### config.mk
export PLATFORM = sky130hd
export DESIGN_NAME = seg_dac_decoder
export DESIGN_NICKNAME = d
export VERILOG_FILES = /design/src/rtl/dac_seg_pkg.sv /design/src/rtl/dac_therm_walk.sv /design/src/rtl/dac_out_stage.sv /design/src/rtl/seg_dac_decoder.sv
export SDC_FILE = /design/constraint.sdc
export NUM_CORES = 1
export LEC_CHECK = 0
export BUFFER_PORTS_ARGS = -buffer_cell sky130_fd_sc_hd__buf_2
export CAP_MARGIN = 40
export CORE_UTILIZATION = 52
export DETAILED_ROUTE_END_ITERATION = 10
export GPL_ROUTABILITY_DRIVEN = 0
export PLACE_DENSITY_LB_ADDON = 0.2
export SLEW_MARGIN = 0
export SYNTH_ARGS = -nofsm -noshare
export SYNTH_HDL_FRONTEND = slang
export SYNTH_SLANG_ARGS = --single-unit
### constraint.sdc
create_clock -name clk -period 3.4 [get_ports clk]
set_input_delay 0.51 -clock clk [delete_from_list [all_inputs] [get_ports clk]]
set_output_delay 0.51 -clock clk [all_outputs]
set_load 0.01 [all_outputs]
### src/rtl/dac_seg_pkg.sv
package dac_seg_pkg;
  localparam int SEG_W   = 4;
  localparam int N_SEG   = 3;
  localparam int CODE_W  = SEG_W * N_SEG;
  localparam int CELLS   = 1 << SEG_W;
  localparam int N_THERM = N_SEG - 1;
  localparam int OUT_W   = SEG_W + N_THERM * CELLS;

  // Grid position chosen at each step of the walk. Consecutive pairs mirror
  // through the grid centre (a + b == CELLS-1); the last step is the spare.
  function automatic logic [SEG_W-1:0] walk_pos(input logic [SEG_W-1:0] step);
    case (step)
      4'd0:    walk_pos = 4'd5;
      4'd1:    walk_pos = 4'd10;
      4'd2:    walk_pos = 4'd6;
      4'd3:    walk_pos = 4'd9;
      4'd4:    walk_pos = 4'd0;
      4'd5:    walk_pos = 4'd15;
      4'd6:    walk_pos = 4'd3;
      4'd7:    walk_pos = 4'd12;
      4'd8:    walk_pos = 4'd1;
      4'd9:    walk_pos = 4'd14;
      4'd10:   walk_pos = 4'd7;
      4'd11:   walk_pos = 4'd8;
      4'd12:   walk_pos = 4'd4;
      4'd13:   walk_pos = 4'd11;
      4'd14:   walk_pos = 4'd2;
      default: walk_pos = 4'd13;
    endcase
  endfunction

  // Inverse of the walk: step at which a grid position is switched on.
  function automatic logic [SEG_W-1:0] rank_of(input logic [SEG_W-1:0] pos);
    rank_of = '0;
    for (int s = 0; s < CELLS; s++) begin
      if (walk_pos(SEG_W'(s)) == pos) rank_of = SEG_W'(s);
    end
  endfunction
endpackage

### src/rtl/dac_therm_walk.sv
module dac_therm_walk
  import dac_seg_pkg::*;
(
  input  logic [SEG_W-1:0] seg,
  output logic [CELLS-1:0] en
);
  // Each grid position turns on once the segment value passes its walk rank.
  for (genvar p = 0; p < CELLS; p++) begin : g_cell
    localparam logic [SEG_W-1:0] RANK = rank_of(SEG_W'(p));
    assign en[p] = (RANK < seg);
  end

  always_comb begin
    AST_THERM_COUNT: assert ($countones(en) == int'(seg));
  end
endmodule

### src/rtl/dac_out_stage.sv
module dac_out_stage #(
  parameter int W = 8
) (
  input  logic         clk,
  input  logic         rst,
  input  logic         in_valid,
  output logic         in_ready,
  input  logic [W-1:0] in_data,
  output logic         out_valid,
  input  logic         out_ready,
  output logic [W-1:0] out_data
);
  logic take;

  assign in_ready = !out_valid || out_ready;
  assign take     = in_valid && in_ready;

  always_ff @(posedge clk) begin
    if (rst) begin
      out_valid <= 1'b0;
      out_data  <= '0;
    end else if (take) begin
      out_valid <= 1'b1;
      out_data  <= in_data;
    end else if (out_ready) begin
      out_valid <= 1'b0;
    end
  end

  AST_STALL_HOLD: assert property (@(posedge clk) disable iff (rst)
    out_valid && !out_ready |=> out_valid && $stable(out_data));
  AST_ONE_CYCLE: assert property (@(posedge clk) disable iff (rst)
    in_valid && in_ready |=> out_valid && out_data == $past(in_data));
  AST_RESET_CLEAR: assert property (@(posedge clk)
    $past(rst) |-> !out_valid && out_data == '0);
endmodule

### src/rtl/seg_dac_decoder.sv
module seg_dac_decoder
  import dac_seg_pkg::*;
(
  input  logic              clk,
  input  logic              rst,
  input  logic              up_valid,
  output logic              up_ready,
  input  logic [CODE_W-1:0] up_code,
  output logic              dn_valid,
  input  logic              dn_ready,
  output logic [SEG_W-1:0]  dn_bin,
  output logic [CELLS-1:0]  dn_mid,
  output logic [CELLS-1:0]  dn_low
);
  logic [N_THERM-1:0][CELLS-1:0] therm;
  logic [OUT_W-1:0]              word_d;
  logic [OUT_W-1:0]              word_q;

  // Group 0 decodes the low nibble, group 1 the middle nibble.
  for (genvar g = 0; g < N_THERM; g++) begin : g_grp
    dac_therm_walk u_walk (
      .seg (up_code[g*SEG_W +: SEG_W]),
      .en  (therm[g])
    );
  end

  assign word_d = {up_code[CODE_W-1 -: SEG_W], therm[1], therm[0]};

  dac_out_stage #(.W(OUT_W)) u_stage (
    .clk       (clk),
    .rst       (rst),
    .in_valid  (up_valid),
    .in_ready  (up_ready),
    .in_data   (word_d),
    .out_valid (dn_valid),
    .out_ready (dn_ready),
    .out_data  (word_q)
  );

  assign dn_bin = word_q[OUT_W-1 -: SEG_W];
  assign dn_mid = word_q[2*CELLS-1 -: CELLS];
  assign dn_low = word_q[CELLS-1:0];

  AST_BIN_PASS: assert property (@(posedge clk) disable iff (rst)
    up_valid && up_ready |=> dn_bin == $past(up_code[CODE_W-1 -: SEG_W]));
endmodule

Word level (Yosys, flattened, before mapping)
Cells that the tools add are included.
{"block": "totals", "ff_bits": 37, "elab_cells": 40}
{"block": "classes", "muxes": 2, "reduce_logical": 4, "n_lt_le_gt_ge": 32}
{"op": "$lt A4 B4 Y1 const A", "count": 16}
{"op": "$lt A3 B4 Y1 const A", "count": 8}
{"op": "$lt A1 B4 Y1 const A", "count": 4}
{"op": "$lt A2 B4 Y1 const A", "count": 4}
{"op": "$mux W1", "count": 2}
{"op": "$reduce_bool A2 Y1", "count": 1}
{"op": "$logic_and A1 B1 Y1", "count": 1}
{"op": "$logic_not A1 Y1", "count": 1}
{"op": "$logic_or A1 B1 Y1", "count": 1}

Logic depth before layout (Yosys ltp)
{"block": "logic_depth", "word_depth": 4, "mapped_depth": 5}

Hierarchy
A second synthesis with hierarchy kept.
{"block": "unflattened", "hier_cells": 220, "area_unflattened_um2": 1988.2}
{"module": "dac_out_stage", "n_inst": 1, "area_per_inst_um2": 1690.4, "seq_area_each_um2": 740.7, "cells_per_inst": 168}
{"module": "dac_therm_walk", "n_inst": 2, "area_per_inst_um2": 148.9, "seq_area_each_um2": 0.0, "cells_per_inst": 26}

Worst setup path before layout
OpenSTA, ideal clock, no wires.
{"block": "synth_path", "kind": "input -> output", "from": "input port dn_ready", "to": "output port up_ready", "path_stages": 3, "setup_slack_ns": 1.785, "arrival_ns": 1.105, "n_path_buf": 1, "path_cell_list": "and2b_1 -> clkinv_1 -> buf_2"}
{"block": "synth_via", "elab_chain_cells": 1}
{"element": "from (decl)", "line_no": "seg_dac_decoder.sv:10", "rtl": "input logic dn_ready,"}
{"element": "$logic_or A1 B1 Y1", "line_no": "dac_out_stage.sv:15", "rtl": "assign in_ready = !out_valid || out_ready;"}
{"element": "to (decl)", "line_no": "seg_dac_decoder.sv:7", "rtl": "output logic up_ready,"}
No other way between the ends.

Worst setup path in the final report
{"block": "layout_path", "from": "register u_stage.out_valid", "to": "output port up_ready"}
{"block": "layout_via", "elab_chain_cells": 2}
{"element": "from (decl)", "line_no": "dac_out_stage.sv:9", "rtl": "output logic out_valid,"}
{"element": "from (signal assigned)", "line_no": "dac_out_stage.sv:20", "rtl": "out_valid <= 1'b0;"}
{"element": "from (signal assigned)", "line_no": "dac_out_stage.sv:23", "rtl": "out_valid <= 1'b1;"}
{"element": "from (signal assigned)", "line_no": "dac_out_stage.sv:26", "rtl": "out_valid <= 1'b0;"}
{"element": "$logic_not A1 Y1", "line_no": "dac_out_stage.sv:15"}
{"element": "$logic_or A1 B1 Y1", "line_no": "dac_out_stage.sv:15"}
No other way between the ends.

==> flow_summary.json <==
{
  "cp_num_cells": 3,
  "worstPathCellList": "and2b_1 > clkinv_1 > buf_2",
  "dp.final_hpwl_um": 2300,
  "post_synth_inst_count": 174,
  "postSynthRegisterBits": 35,
  "initialDrtViolationCount": 43,
  "top_level_ports": 54,
  "final-hold-violation-count": 0,
  "synth_sequential_area_ratio_pct": 47.58,
  "post_cts.resized_instances": 0,
  "antenna_found_initial": 0,
  "crit_buf_inv": 2,
  "drv.max_cap_violation_count": 0,
  "antenna_cells": 0,
  "htree_levels": 2,
  "clk_transition_reported_paths_ns": 0.10,
  "worst-setup-path-type": "reg2out",
  "power_per_cell_area_nw_per_um2": 461.5,
  "unrepaired_setup_endpoints_after_global_routing": "no",
  "port_buffers": 51,
  "report.power.total_uw": 801.5,
  "worstSetupEndpointType": "output pin",
  "post-route-worst-setup-slack_ns": 1.341,
  "cts_hold_buffers": 0,
  "ys.warnings.count": 0,
  "critPathRequiredTime_ns": 2.89,
  "ir_worst_vdd_uv": 408.7,
  "die_x_um": 55.22,
  "grt-ovfl-total": 0,
  "totalWireLength_um": 3499,
  "period_minus_slack_ns": 2.059,
  "final_worst_hold_slack_ns": 0.4211,
  "p_leak_uw": 0.0007544,
  "worst_path_largest_cell_delay_ns": 0.53,
  "clkSinkCount": 35,
  "num_vias": 1441,
  "critPathLaunchType": "flip-flop",
  "cts_inserted_buffers": 5,
  "number_of_placement_rows": 18,
  "area_growth_syn_to_layout_pct": 17.93,
  "reg2regPathDepth": 3,
  "relSlewSlack_pct": 41.27,
  "core-area_sq_um": 2567,
  "synth_cell_types": 24,
  "syn_area_sq_um": 1473,
  "worst-path-max-fanout": 24,
  "worst-endpoint-arrival_ns": 1.55,
  "route.detailed.drc": 0,
  "via_count_of_the_first_global_routing_pass": 1222,
  "run_status": "finished clean",
  "detailedRoute.firstPassIterationCount": 4,
  "detail-route-antenna-nets": 0,
  "clkLatencyLatePin_ns": 0.33,
  "share_of_final_layout_standard_cells_stronger_than_drive_strength_1_pct": 29.91,
  "setup_tns_ns": 0,
  "share_of_the_clock_period_used_by_the_worst_path_after_layout_pct": 60.55,
  "largest_delay_share_family_worst_path": "simple AND/OR/NAND/NOR gates",
  "cts_root_buffer": "sky130_fd_sc_hd__clkbuf_4",
  "grt_start_max_net_pins": 36,
  "maxClockFrequency_mhz": 485.7,
  "clock_tree_from_tritoncts": "built",
  "hold-path-cell-count": 3,
  "pre_cts_ws_ns": 1.283,
  "drv_slew": 0,
  "timing_worst_slew_pin_value_ns": 0.8778,
  "grt_first_pass_wirelength_um": 5602,
  "fill_cells": 211,
  "clock_path_buffers": 2,
  "detail_route.vias_per_cell": 5.906,
  "start_util_pct": 57.36,
  "design.final.nets": 230,
  "die_height_um": 55.22,
  "maximum_clock_skew_at_final_layout_ns": 0.007204,
  "hold_path.class": "in2reg",
  "postCtsSetupBuffers": 0,
  "setup_violations": 0,
  "critical_path.slowest_cell": "sky130_fd_sc_hd__and2b_1",
  "global_route.usage.total_pct": 22.48,
  "synth.avg_cell_area_sq_um": 8.464,
  "die-area_sq_um": 3049,
  "drt-wirelength-per-cell_um": 14.34
}
==> logic make-up (layout without fill, tap and decap cells) <==
| family | Yosys count | in the layout | synth area share (%) |
|---|---|---|---|
| flops | 35 | 35 | 47.58 |
| other cells | 1 | 2 | 0.2546 |
| simple gates | 34 | 34 | 12.83 |
| buf+inv | 25 | 64 | 8.071 |
| compound gates | 79 | 79 | 31.27 |
==> stage by stage <==
stage | utilization, % | instance area, sq um | instances
after floorplan | - | 1476 | 175
after global placement | 65.45 | 1680 | 237
after detailed placement | 65.45 | 1680 | 237
after CTS | 67.64 | 1737 | 244
after global routing | 67.64 | 1737 | 244
final | 67.64 | 1737 | 244
==> worst min-delay path, stage by stage <==
cell and delay [ns]:
sky130_fd_sc_hd__buf_2 0.10, sky130_fd_sc_hd__nand3_1 0.05, sky130_fd_sc_hd__a21oi_1 0.05
==> final timing paths <==
path / start / endpoint / slack, ns
worst max-delay path: u_stage.out_valid / up_ready / 1.34
worst max register to register: u_stage.out_valid / u_stage.out_data[5] / 1.58
worst min-delay path: up_code[8] / u_stage.out_data[32] / 0.42
worst min register to register: u_stage.out_data[12] / u_stage.out_data[12] / 0.48
==> flip-flops by register name, summed over array words and instances, names as in the netlist <==
name               count
u_stage.out_valid      1
u_stage.out_data      34
==> report_power, final <==
group / internal, uW / switching [uW]
clock network: 95.8 / 129
logic: 49.4 / 80.0
registers: 435 / 11.8
total: 580 / 221
==> cell usage in the layout (no fill, tap or decap), types with 2 or more instances in the layout <==
master / n
sky130_fd_sc_hd__and2_2: 2
sky130_fd_sc_hd__dfxtp_1: 35
sky130_fd_sc_hd__o21ai_0: 22
sky130_fd_sc_hd__buf_4: 2
sky130_fd_sc_hd__a21oi_1: 37
sky130_fd_sc_hd__and2_4: 2
sky130_fd_sc_hd__inv_1: 3
sky130_fd_sc_hd__a211oi_1: 6
sky130_fd_sc_hd__nand4_1: 2
sky130_fd_sc_hd__a311oi_1: 8
sky130_fd_sc_hd__nand3_1: 12
sky130_fd_sc_hd__nand2_1: 4
sky130_fd_sc_hd__buf_2: 51
sky130_fd_sc_hd__nor3_1: 2
sky130_fd_sc_hd__nor2_1: 5
sky130_fd_sc_hd__a21o_1: 2
sky130_fd_sc_hd__or3_1: 2
sky130_fd_sc_hd__conb_1: 2
sky130_fd_sc_hd__o2111ai_1: 4
sky130_fd_sc_hd__or4b_1: 2
sky130_fd_sc_hd__clkbuf_4: 5
==> metal layers <==
metal  track usage (%)  routed length, um
met1             29.44               1540
met5                 0                  0
met3             5.386                196
met2             35.80               1723
met4             8.571                 39
==> cells in the mapped netlist <==
master,count,area (sq um)
sky130_fd_sc_hd__buf_1,2,7.510
sky130_fd_sc_hd__buf_2,5,25.02
sky130_fd_sc_hd__and2_2,2,15.01
sky130_fd_sc_hd__or3_1,2,12.51
sky130_fd_sc_hd__or4b_1,2,20.02
sky130_fd_sc_hd__a21o_1,2,15.01
sky130_fd_sc_hd__nor2_1,5,18.77
sky130_fd_sc_hd__nand3_1,12,60.06
sky130_fd_sc_hd__dfxtp_1,35,700.7
sky130_fd_sc_hd__conb_1,1,3.750
sky130_fd_sc_hd__nand2_1,4,15.01
sky130_fd_sc_hd__a211oi_1,6,45.04
sky130_fd_sc_hd__o2111ai_1,4,35.03
sky130_fd_sc_hd__and2b_1,1,7.510
sky130_fd_sc_hd__nor3_1,2,10.01
sky130_fd_sc_hd__clkinv_1,1,3.750
sky130_fd_sc_hd__clkbuf_1,9,33.78
sky130_fd_sc_hd__nand4_1,2,12.51
sky130_fd_sc_hd__a311oi_1,8,70.07
sky130_fd_sc_hd__buf_4,5,37.54
sky130_fd_sc_hd__and2_4,2,17.52
sky130_fd_sc_hd__o21ai_0,22,110.1
sky130_fd_sc_hd__inv_1,3,11.26
sky130_fd_sc_hd__a21oi_1,37,185.2
==> cell type report <==
cell class	count	area [sq um]	area share, %
sequential	35	700.7	40.35
multi-input combinational	115	656.9	37.82
timing repair buffer	53	270.3	15.56
clock buffer	6	51.30	2.954
tap	30	37.54	2.161
inverter	4	15.01	0.8646
clock inverter	1	5.005	0.2882
Power figures use the tool's default switching activity.
